==> src/rtl/acc_round_pkg.sv <==
package acc_round_pkg;
  typedef enum logic {
    TIE_TO_EVEN = 1'b0,
    TIE_UP      = 1'b1
  } tie_mode_e;
endpackage

==> src/rtl/round_core.sv <==
module round_core
  import acc_round_pkg::*;
#(
  parameter int OVF_W = 8,
  parameter int HI_W  = 16,
  parameter int LO_W  = 16
) (
  input  logic [OVF_W+HI_W+LO_W-1:0] acc_i,
  input  tie_mode_e                  mode_i,
  output logic [OVF_W+HI_W+LO_W-1:0] acc_o
);
  localparam int ACC_W = OVF_W + HI_W + LO_W;
  localparam logic [ACC_W-1:0] HALF_LSB = ACC_W'(1) << (LO_W - 1);
  localparam logic [LO_W-1:0]  TIE_LO   = LO_W'(1) << (LO_W - 1);

  logic [ACC_W-1:0] biased_sum;
  logic             is_tie;

  // add half an LSB of the high word; carry wraps out of the top bit
  assign biased_sum = acc_i + HALF_LSB;
  assign is_tie     = (acc_i[LO_W-1:0] == TIE_LO);

  always_comb begin
    acc_o = biased_sum;
    if (is_tie && (mode_i == TIE_TO_EVEN)) begin
      acc_o[LO_W] = 1'b0;
    end
  end
endmodule

==> src/rtl/out_stage.sv <==
module out_stage #(
  parameter int W = 40
) (
  input  logic         clk,
  input  logic         rst_n,
  input  logic         up_valid,
  output logic         up_ready,
  input  logic [W-1:0] up_data,
  output logic         dn_valid,
  input  logic         dn_ready,
  output logic [W-1:0] dn_data
);
  logic         full_q;
  logic [W-1:0] data_q;

  assign up_ready = !full_q || dn_ready;
  assign dn_valid = full_q;
  assign dn_data  = data_q;

  always_ff @(posedge clk) begin
    if (!rst_n) begin
      full_q <= 1'b0;
      data_q <= '0;
    end else if (up_ready) begin
      full_q <= up_valid;
      if (up_valid) data_q <= up_data;
    end
  end

  // a stalled result keeps its slot and value
  assert_stall_hold_R7: assert property (@(posedge clk) disable iff (!rst_n)
    (dn_valid && !dn_ready) |=> (dn_valid && $stable(dn_data)));

  // an accepted input is visible on the next cycle
  assert_accept_latency_R6: assert property (@(posedge clk) disable iff (!rst_n)
    (up_valid && up_ready) |=> (dn_valid && dn_data == $past(up_data)));
endmodule

==> src/rtl/acc_rounder.sv <==
module acc_rounder
  import acc_round_pkg::*;
#(
  parameter int OVF_W = 8,
  parameter int HI_W  = 16,
  parameter int LO_W  = 16
) (
  input  logic                        clk,
  input  logic                        rst_n,
  input  logic                        in_valid,
  output logic                        in_ready,
  input  logic [OVF_W+HI_W+LO_W-1:0]  in_acc,
  input  logic                        round_mode,
  output logic                        out_valid,
  input  logic                        out_ready,
  output logic [OVF_W+HI_W+LO_W-1:0]  out_acc
);
  localparam int ACC_W = OVF_W + HI_W + LO_W;
  localparam logic [LO_W-1:0] TIE_LO = LO_W'(1) << (LO_W - 1);

  logic [ACC_W-1:0] rounded;
  tie_mode_e        mode_e;

  assign mode_e = tie_mode_e'(round_mode);

  round_core #(.OVF_W(OVF_W), .HI_W(HI_W), .LO_W(LO_W)) u_core (
    .acc_i  (in_acc),
    .mode_i (mode_e),
    .acc_o  (rounded)
  );

  out_stage #(.W(ACC_W)) u_stage (
    .clk      (clk),
    .rst_n    (rst_n),
    .up_valid (in_valid),
    .up_ready (in_ready),
    .up_data  (rounded),
    .dn_valid (out_valid),
    .dn_ready (out_ready),
    .dn_data  (out_acc)
  );

  logic take;
  assign take = in_valid && in_ready;

  // tie in round-up mode always bumps the high word
  assert_tie_up_R2: assert property (@(posedge clk) disable iff (!rst_n)
    (take && round_mode && in_acc[LO_W-1:0] == TIE_LO) |=>
      (out_acc[ACC_W-1:LO_W] == $past(in_acc[ACC_W-1:LO_W]) + 1'b1));

  // tie in even mode lands on an even high word
  assert_tie_even_R1: assert property (@(posedge clk) disable iff (!rst_n)
    (take && !round_mode && in_acc[LO_W-1:0] == TIE_LO) |=> (out_acc[LO_W] == 1'b0));

  // below half never changes the upper fields
  assert_below_half_R3: assert property (@(posedge clk) disable iff (!rst_n)
    (take && in_acc[LO_W-1:0] < TIE_LO) |=>
      (out_acc[ACC_W-1:LO_W] == $past(in_acc[ACC_W-1:LO_W])));
endmodule

==> config.mk <==
export PLATFORM = sky130hd
export DESIGN_NAME = acc_rounder
export DESIGN_NICKNAME = d
export VERILOG_FILES = /design/src/rtl/acc_round_pkg.sv /design/src/rtl/round_core.sv /design/src/rtl/out_stage.sv /design/src/rtl/acc_rounder.sv
export SDC_FILE = /design/constraint.sdc
export NUM_CORES = 1
export LEC_CHECK = 0
export ABC_AREA = 0
export BUFFER_PORTS_ARGS = -buffer_cell sky130_fd_sc_hd__buf_2
export CORE_AREA = 2 2 78 80
export CTS_CLUSTER_DIAMETER = 40
export CTS_CLUSTER_SIZE = 10
export DETAILED_ROUTE_END_ITERATION = 12
export DIE_AREA = 0 0 80 82
export GPL_ROUTABILITY_DRIVEN = 0
export PLACE_DENSITY = 0.63
export SYNTH_ARGS = -nofsm -noshare
export SYNTH_HDL_FRONTEND = slang
export SYNTH_SLANG_ARGS = --single-unit
==> constraint.sdc <==
create_clock -name clk -period 2 [get_ports clk]
set_input_delay 0.3 -clock clk [delete_from_list [all_inputs] [get_ports clk]]
set_output_delay 0.3 -clock clk [all_outputs]
set_load 0.01 [all_outputs]
==> impl_metrics.tcl, run 1 <==
set metrics [dict create \
    wl_met2_um 2250 \
    yosys.area.top_type_share_pct 42.11 \
    wl_met1_um 2357 \
    r2r-start "u_stage.dn_valid$_SDFFE_PN0N_" \
    clk_latency_ns 0.30 \
    drcViolationCount 0 \
    r2r_end "u_stage.dn_data[15]$_SDFFE_PN0P_" \
    die_x_um 80 \
    area_delta_synth_final_pct 35.56 \
    cpMostUsedCell "or4_1" \
    cellLeakagePower_nw 1.171 \
    grt_pass1_wl_um 8045 \
    period_share_pct 84.47 \
    period_needed_ns 1.689 \
    ir_worst_vdd_mv 0.3294 \
    yosys_warnings 0 \
    clockRootBuffer "clkbuf_8" \
    ys_seq_area_share_pct 42.11 \
    port_buffers 86 \
    power_mw 2.018 \
    highest_layer "met4" \
    skew_ns 0.008660 \
    clock_path_buffers 2 \
    drive_gt1_share_pct 33.64 \
    avgSynthCellArea_um2 8.225 \
    start_util_pct 33.93 \
    async_reset_ff_share_pct 0 \
    overflow 0 \
    antenna_found_initial 0 \
    p_switching_mw 0.5013 \
    maxCapViolCount 0 \
    status "complete, no violations" \
    numCtsBuffers 5 \
    wl_per_cell_um 12.53 \
    wl_met3_um 382 \
    grt_max_degree 39 \
    synthTopCellsByArea "dfxtp_1 (42%), nand2_1 (7.7%), a21boi_1 (6.2%), xnor2_1 (4.0%), or4_1 (3.5%)" \
    holdWs_ns 0.2411 \
    synth_seq_cells 41 \
    diodes 0 \
    pwr-share-comb_pct 16.3 \
    slew_violations 0 \
    postCtsHoldBufs 0 \
    crit_path_max_incr_delay_ns 0.50 \
    rrSetupSlack_ns 0.59 \
    netlist_area_um2 1949 \
    syn_nets 283 \
    die_area_um2 6560 \
    netlist_top_cells_count "dfxtp_1 (41), nand2_1 (40), a21boi_1 (16)" \
    synth_ff_type "dfxtp_1" \
    crit_fanout 18 \
    power_density_nw_per_um2 763.8 \
    syn_inst 237 \
    worstRegToRegCells 5 \
    cts_max_level 2 \
    die_height_um 82 \
    core_area_um2 5746 \
    synth_edf_count 0 \
    cts_tree "done" \
    synth_area_leader_cell "dfxtp_1" \
    via_per_inst 4.950 \
    cts_sinks 41 \
    slew_headroom_pct 60.88 \
    hold_path_end "u_stage.dn_data[12]$_SDFFE_PN0P_" \
    setup_ws_ns 0.3106 \
    drtIter0Drc 70 \
    grt_pass1_vias 1709 \
    synth_cell_types 34 \
    fin_nets 372 \
    crit_path_top_delay_cell "or4_1" \
    vias 1990 \
    totalWireLength_um 5037 \
    place_area_um2 2509 \
    final_core_util_pct 45.99 \
    max_freq_mhz 591.9 \
    clk_pin_slew_ns 0.09 \
    hold_class "primary input to register" \
    dp_hpwl_um 3772 \
    p_seq_share_pct 44.6 \
    grt_usage_pct 15.63 \
    fill_cells 585 \
    synthMostInstantiatedCell "dfxtp_1" \
    ant_nets 0 \
    p_clk_share_pct 39.1 \
    critPathCaptureType "register" \
    first_pass_iters 4 \
    start_kind "primary input" \
    setup_viol 0 \
    crit_chain "buf_2, nand4_2, or4_1, buf_4, or4_1, a31oi_1" \
    hold_viol 0 \
    ios 87 \
    cp.arrival_ns 1.91 \
    rsz0062_at_grt "no" \
    worst_slew_pin_slew_ns 0.5868 \
    cts_resized 0 \
    switching_share_pct 24.84 \
    critPathRequiredTime_ns 2.22 \
    cts_setup_buffers 0 \
    whs_path_depth 3 \
    design_area_um2 2643 \
    dpl_worst_slack_ns -0.01064 \
    hp-start "in_acc[12]" \
    path_class "primary input to register" \
    p_int_mw 1.517 \
    fp-row-count 28 \
]
-- flip-flops by register name (all words and copies together) (netlist names) --
register          count
u_stage.dn_data      40
u_stage.dn_valid      1
-- worst max-delay path: cells and delay by family --
kind | cells | cell delay [ns]
simple gates | 3 | 1.11
compound gates | 1 | 0.16
buf+inv | 2 | 0.34
-- cell type report --
type	instances	area, um2	share of cell area, %
clock buffer	5	68.82	2.604
sequential	41	820.8	31.06
tap	75	93.84	3.551
timing repair buffer	98	533.0	20.17
clock inverter	3	65.06	2.462
inverter	6	23.77	0.8996
multi-input combinational	174	1037	39.25
-- power by group through the flow --
stage,combinational [mW],sequential (mW),clock (mW)
after CTS,0.334,0.901,0.810
after floorplan,0.133,0.948,0
after detailed placement,0.332,0.920,0
after global placement,0.329,0.920,0
final,0.329,0.901,0.789
after global routing,0.371,0.908,0.854
-- cells by family after synthesis --
group	share of synthesized area (%)
compound gates	22.40
flops	42.11
buf+inv	4.749
simple gates	24.26
fa+ha+maj	0.6417
xor+xnor	5.841
-- metrics by stage --
stage	instances	setup TNS [ns]
floorplan	237	0
global placement	394	0
detailed placement	394	-0.01064
CTS	402	0
global route	402	0
finish	402	0
-- per-layer routing --
metal	track usage [%]	up-vias
met5	0	-
met4	4.237	0
met3	4.725	5
met2	25.17	63
met1	20.39	882
li1	-	1040
-- worst max path at each step --
stage,startpoint,end,cells after the start
4_1_cts,in_acc[26],u_stage.dn_data[34]$_SDFFE_PN0P_,6
2_1_floorplan,in_acc[15],u_stage.dn_data[33]$_SDFFE_PN0P_,6
3_5_place_dp,in_acc[26],u_stage.dn_data[34]$_SDFFE_PN0P_,6
6_report,in_acc[26],u_stage.dn_data[34]$_SDFFE_PN0P_,6
5_1_grt,in_acc[26],u_stage.dn_data[34]$_SDFFE_PN0P_,6
3_3_place_gp,in_acc[26],u_stage.dn_data[34]$_SDFFE_PN0P_,6
-- cells in the final DEF (no fill, tap or decap), types with 2 or more instances in the layout --
master,count
a21boi_1,16
a21oi_1,10
a31oi_1,9
and3_1,2
buf_2,86
buf_4,11
bufinv_16,2
clkbuf_8,5
dfxtp_1,41
inv_1,5
nand2_1,40
nand3_1,13
nand4_1,4
nor3_1,4
nor4_1,8
o211a_1,4
o21ai_0,11
o21ai_1,11
o31ai_1,8
or2_1,2
or4_1,9
xnor2_1,9
xor2_1,4
Note: power is estimated with default switching activity, not from simulation.
==> run 2, diff against run 1 <==
--- a/config.mk
+++ b/config.mk
@@ -13,7 +13,7 @@
 export DETAILED_ROUTE_END_ITERATION = 12
 export DIE_AREA = 0 0 80 82
 export GPL_ROUTABILITY_DRIVEN = 0
-export PLACE_DENSITY = 0.63
+export PLACE_DENSITY = 0.65
 export SYNTH_ARGS = -nofsm -noshare
 export SYNTH_HDL_FRONTEND = slang
 export SYNTH_SLANG_ARGS = --single-unit
==> constraint.sdc (replaced) <==
create_clock -name clk -period 1.45 [get_ports clk]
set_input_delay 0.2175 -clock clk [delete_from_list [all_inputs] [get_ports clk]]
set_output_delay 0.2175 -clock clk [all_outputs]
set_load 0.01 [all_outputs]
==> impl_metrics.tcl, run 2 (synthesis gave the netlist of run 1 again) <==
set metrics [dict create \
    status "complete, but fails checks" \
    violations "setup timing" \
    totalWireLength_um 5507 \
    dp_hpwl_um 4070 \
    ir_worst_vdd_mv 0.4519 \
    grt_pass1_wl_um 8742 \
    cp.arrival_ns 1.71 \
    overflow 0 \
    rsz0062_at_grt "yes" \
    fin_nets 396 \
    worst_slew_pin_slew_ns 0.3670 \
    hold_viol 0 \
    slew_violations 0 \
    clk_pin_slew_ns 0.07 \
    largest_reg_flops 40 \
    power_density_nw_per_um2 841.2 \
    cellLeakagePower_nw 1.293 \
    power_mw 2.452 \
    drive_gt1_share_pct 40.97 \
    die_height_um 82 \
    wl_per_cell_um 12.99 \
    die_area_um2 6560 \
    hold_class "primary input to register" \
    multi_input_area_um2 1121 \
    dpl_worst_slack_ns -0.4207 \
    critPathCaptureType "register" \
    grt_max_degree 33 \
    drtIter0Drc 93 \
    first_pass_iters 4 \
    slew_headroom_pct 75.31 \
    clk_latency_ns 0.29 \
    pwr-share-comb_pct 21.3 \
    die_x_um 80 \
    port_buffers 86 \
    fill_cells 597 \
    design_area_um2 2915 \
    via_per_inst 4.969 \
    critPathRequiredTime_ns 1.67 \
    place_area_um2 2684 \
    most-common-layout-cells "buf_2 (81), dfxtp_1 (41), nand2_1 (40)" \
    grtUsageMet3_pct 5.165 \
    maxCapViolCount 0 \
    cts_max_level 2 \
    start_kind "primary input" \
    diodes 0 \
    p_seq_share_pct 50.8 \
    clockRootBuffer "clkbuf_8" \
    gr-usage-met1_pct 20.79 \
    drcViolationCount 0 \
    dp_cells 415 \
    gr-max-usage-layer "met2" \
    cts_tree "done" \
    grt_pass1_vias 1936 \
    period_share_pct 103.2 \
    skew_ns 0.004316 \
    core_area_um2 5746 \
    grt_usage_pct 16.82 \
    path_class "primary input to register" \
    p_int_mw 1.777 \
    antenna_found_initial 0 \
    holdWs_ns 0.1689 \
    ios 87 \
    use_met2_pct 28.00 \
    switching_share_pct 27.54 \
    cts_sinks 41 \
    numCtsBuffers 5 \
    setup_ws_ns -0.04665 \
    crit_fanout 8 \
    p_switching_mw 0.6753 \
    clock_path_buffers 2 \
    fp-row-count 28 \
    seq_area_um2 820.8 \
    p_clk_share_pct 27.9 \
    fin_cells 424 \
    area_delta_synth_final_pct 49.55 \
    max_freq_mhz 668.2 \
    vias 2107 \
    final_common_cell "buf_2" \
    period_needed_ns 1.497 \
    setup_viol 2 \
    start_util_pct 33.93 \
    ant_nets 0 \
]
run 2: cell count changes in the layout (fill, tap and decap cells not counted), sizes merged:
cell and delta:
bufinv -2, buf +24
run 2: critical path, cell delays in order:
cell and delay, ns:
buf_8 0.08, nand4_4 0.10, or4_4 0.53, buf_8 0.16
or4_4 0.47, a31oi_1 0.16
run 2: what timing repair did:
| item | in CTS | in global routing |
|---|---|---|
| buffers inserted | 3 | 0 |
| hold buffers | 0 | 0 |
| setup endpoints to repair | 8 | 9 |
| gates resized for setup | 14 | 11 |
| gates cloned | 1 | 0 |
| pin swaps | 3 | 10 |
run 2: path summary, 6_finish.rpt:
kind | from | endpoint | slack (ns) | cells past startpoint
max | in_acc[26] | u_stage.dn_data[39]$_SDFFE_PN0P_ | -0.05 | 6
min | in_acc[1] | u_stage.dn_data[1]$_SDFFE_PN0P_ | 0.17 | 3
max reg2reg | u_stage.dn_valid$_SDFFE_PN0N_ | u_stage.dn_data[35]$_SDFFE_PN0P_ | 0.16 | 5
min reg2reg | u_stage.dn_data[8]$_SDFFE_PN0P_ | u_stage.dn_data[8]$_SDFFE_PN0P_ | 0.45 | 2
run 2: area by class of cell:
cell class	instances	share of cell area (%)
Sequential cell	41	28.15
Tap cell	75	3.219
Clock buffer	5	2.361
Timing Repair Buffer	122	26.74
Multi-Input combinational cell	174	38.46
Clock inverter	1	0.1717
Inverter	6	0.9013
run 2: layer usage:
| metal | up-vias | part of all wire (%) |
|---|---|---|
| met3 | 5 | 7.9 |
| met1 | 961 | 43 |
| li1 | 1085 | - |
| met5 | - | 0 |
| met4 | 0 | 0.93 |
| met2 | 56 | 48 |
run 2: power groups by stage:
| stage | Sequential (mW) | Combinational [mW] | Clock [mW] |
|---|---|---|---|
| final | 1.25 | 0.522 | 0.684 |
| after global routing | 1.26 | 0.584 | 0.756 |
| after CTS | 1.25 | 0.518 | 0.714 |
| after detailed placement | 1.27 | 0.501 | 0 |
| after global placement | 1.27 | 0.495 | 0 |
| after floorplan | 1.31 | 0.187 | 0 |
run 2: metrics by stage:
step | util (%) | setup TNS (ns)
floorplan | - | -0.9297
global placement | 46.71 | -2.967
detailed placement | 46.71 | -3.092
CTS | 50.33 | -0.07008
global route | 50.74 | -0.1804
finish | 50.74 | -0.05978
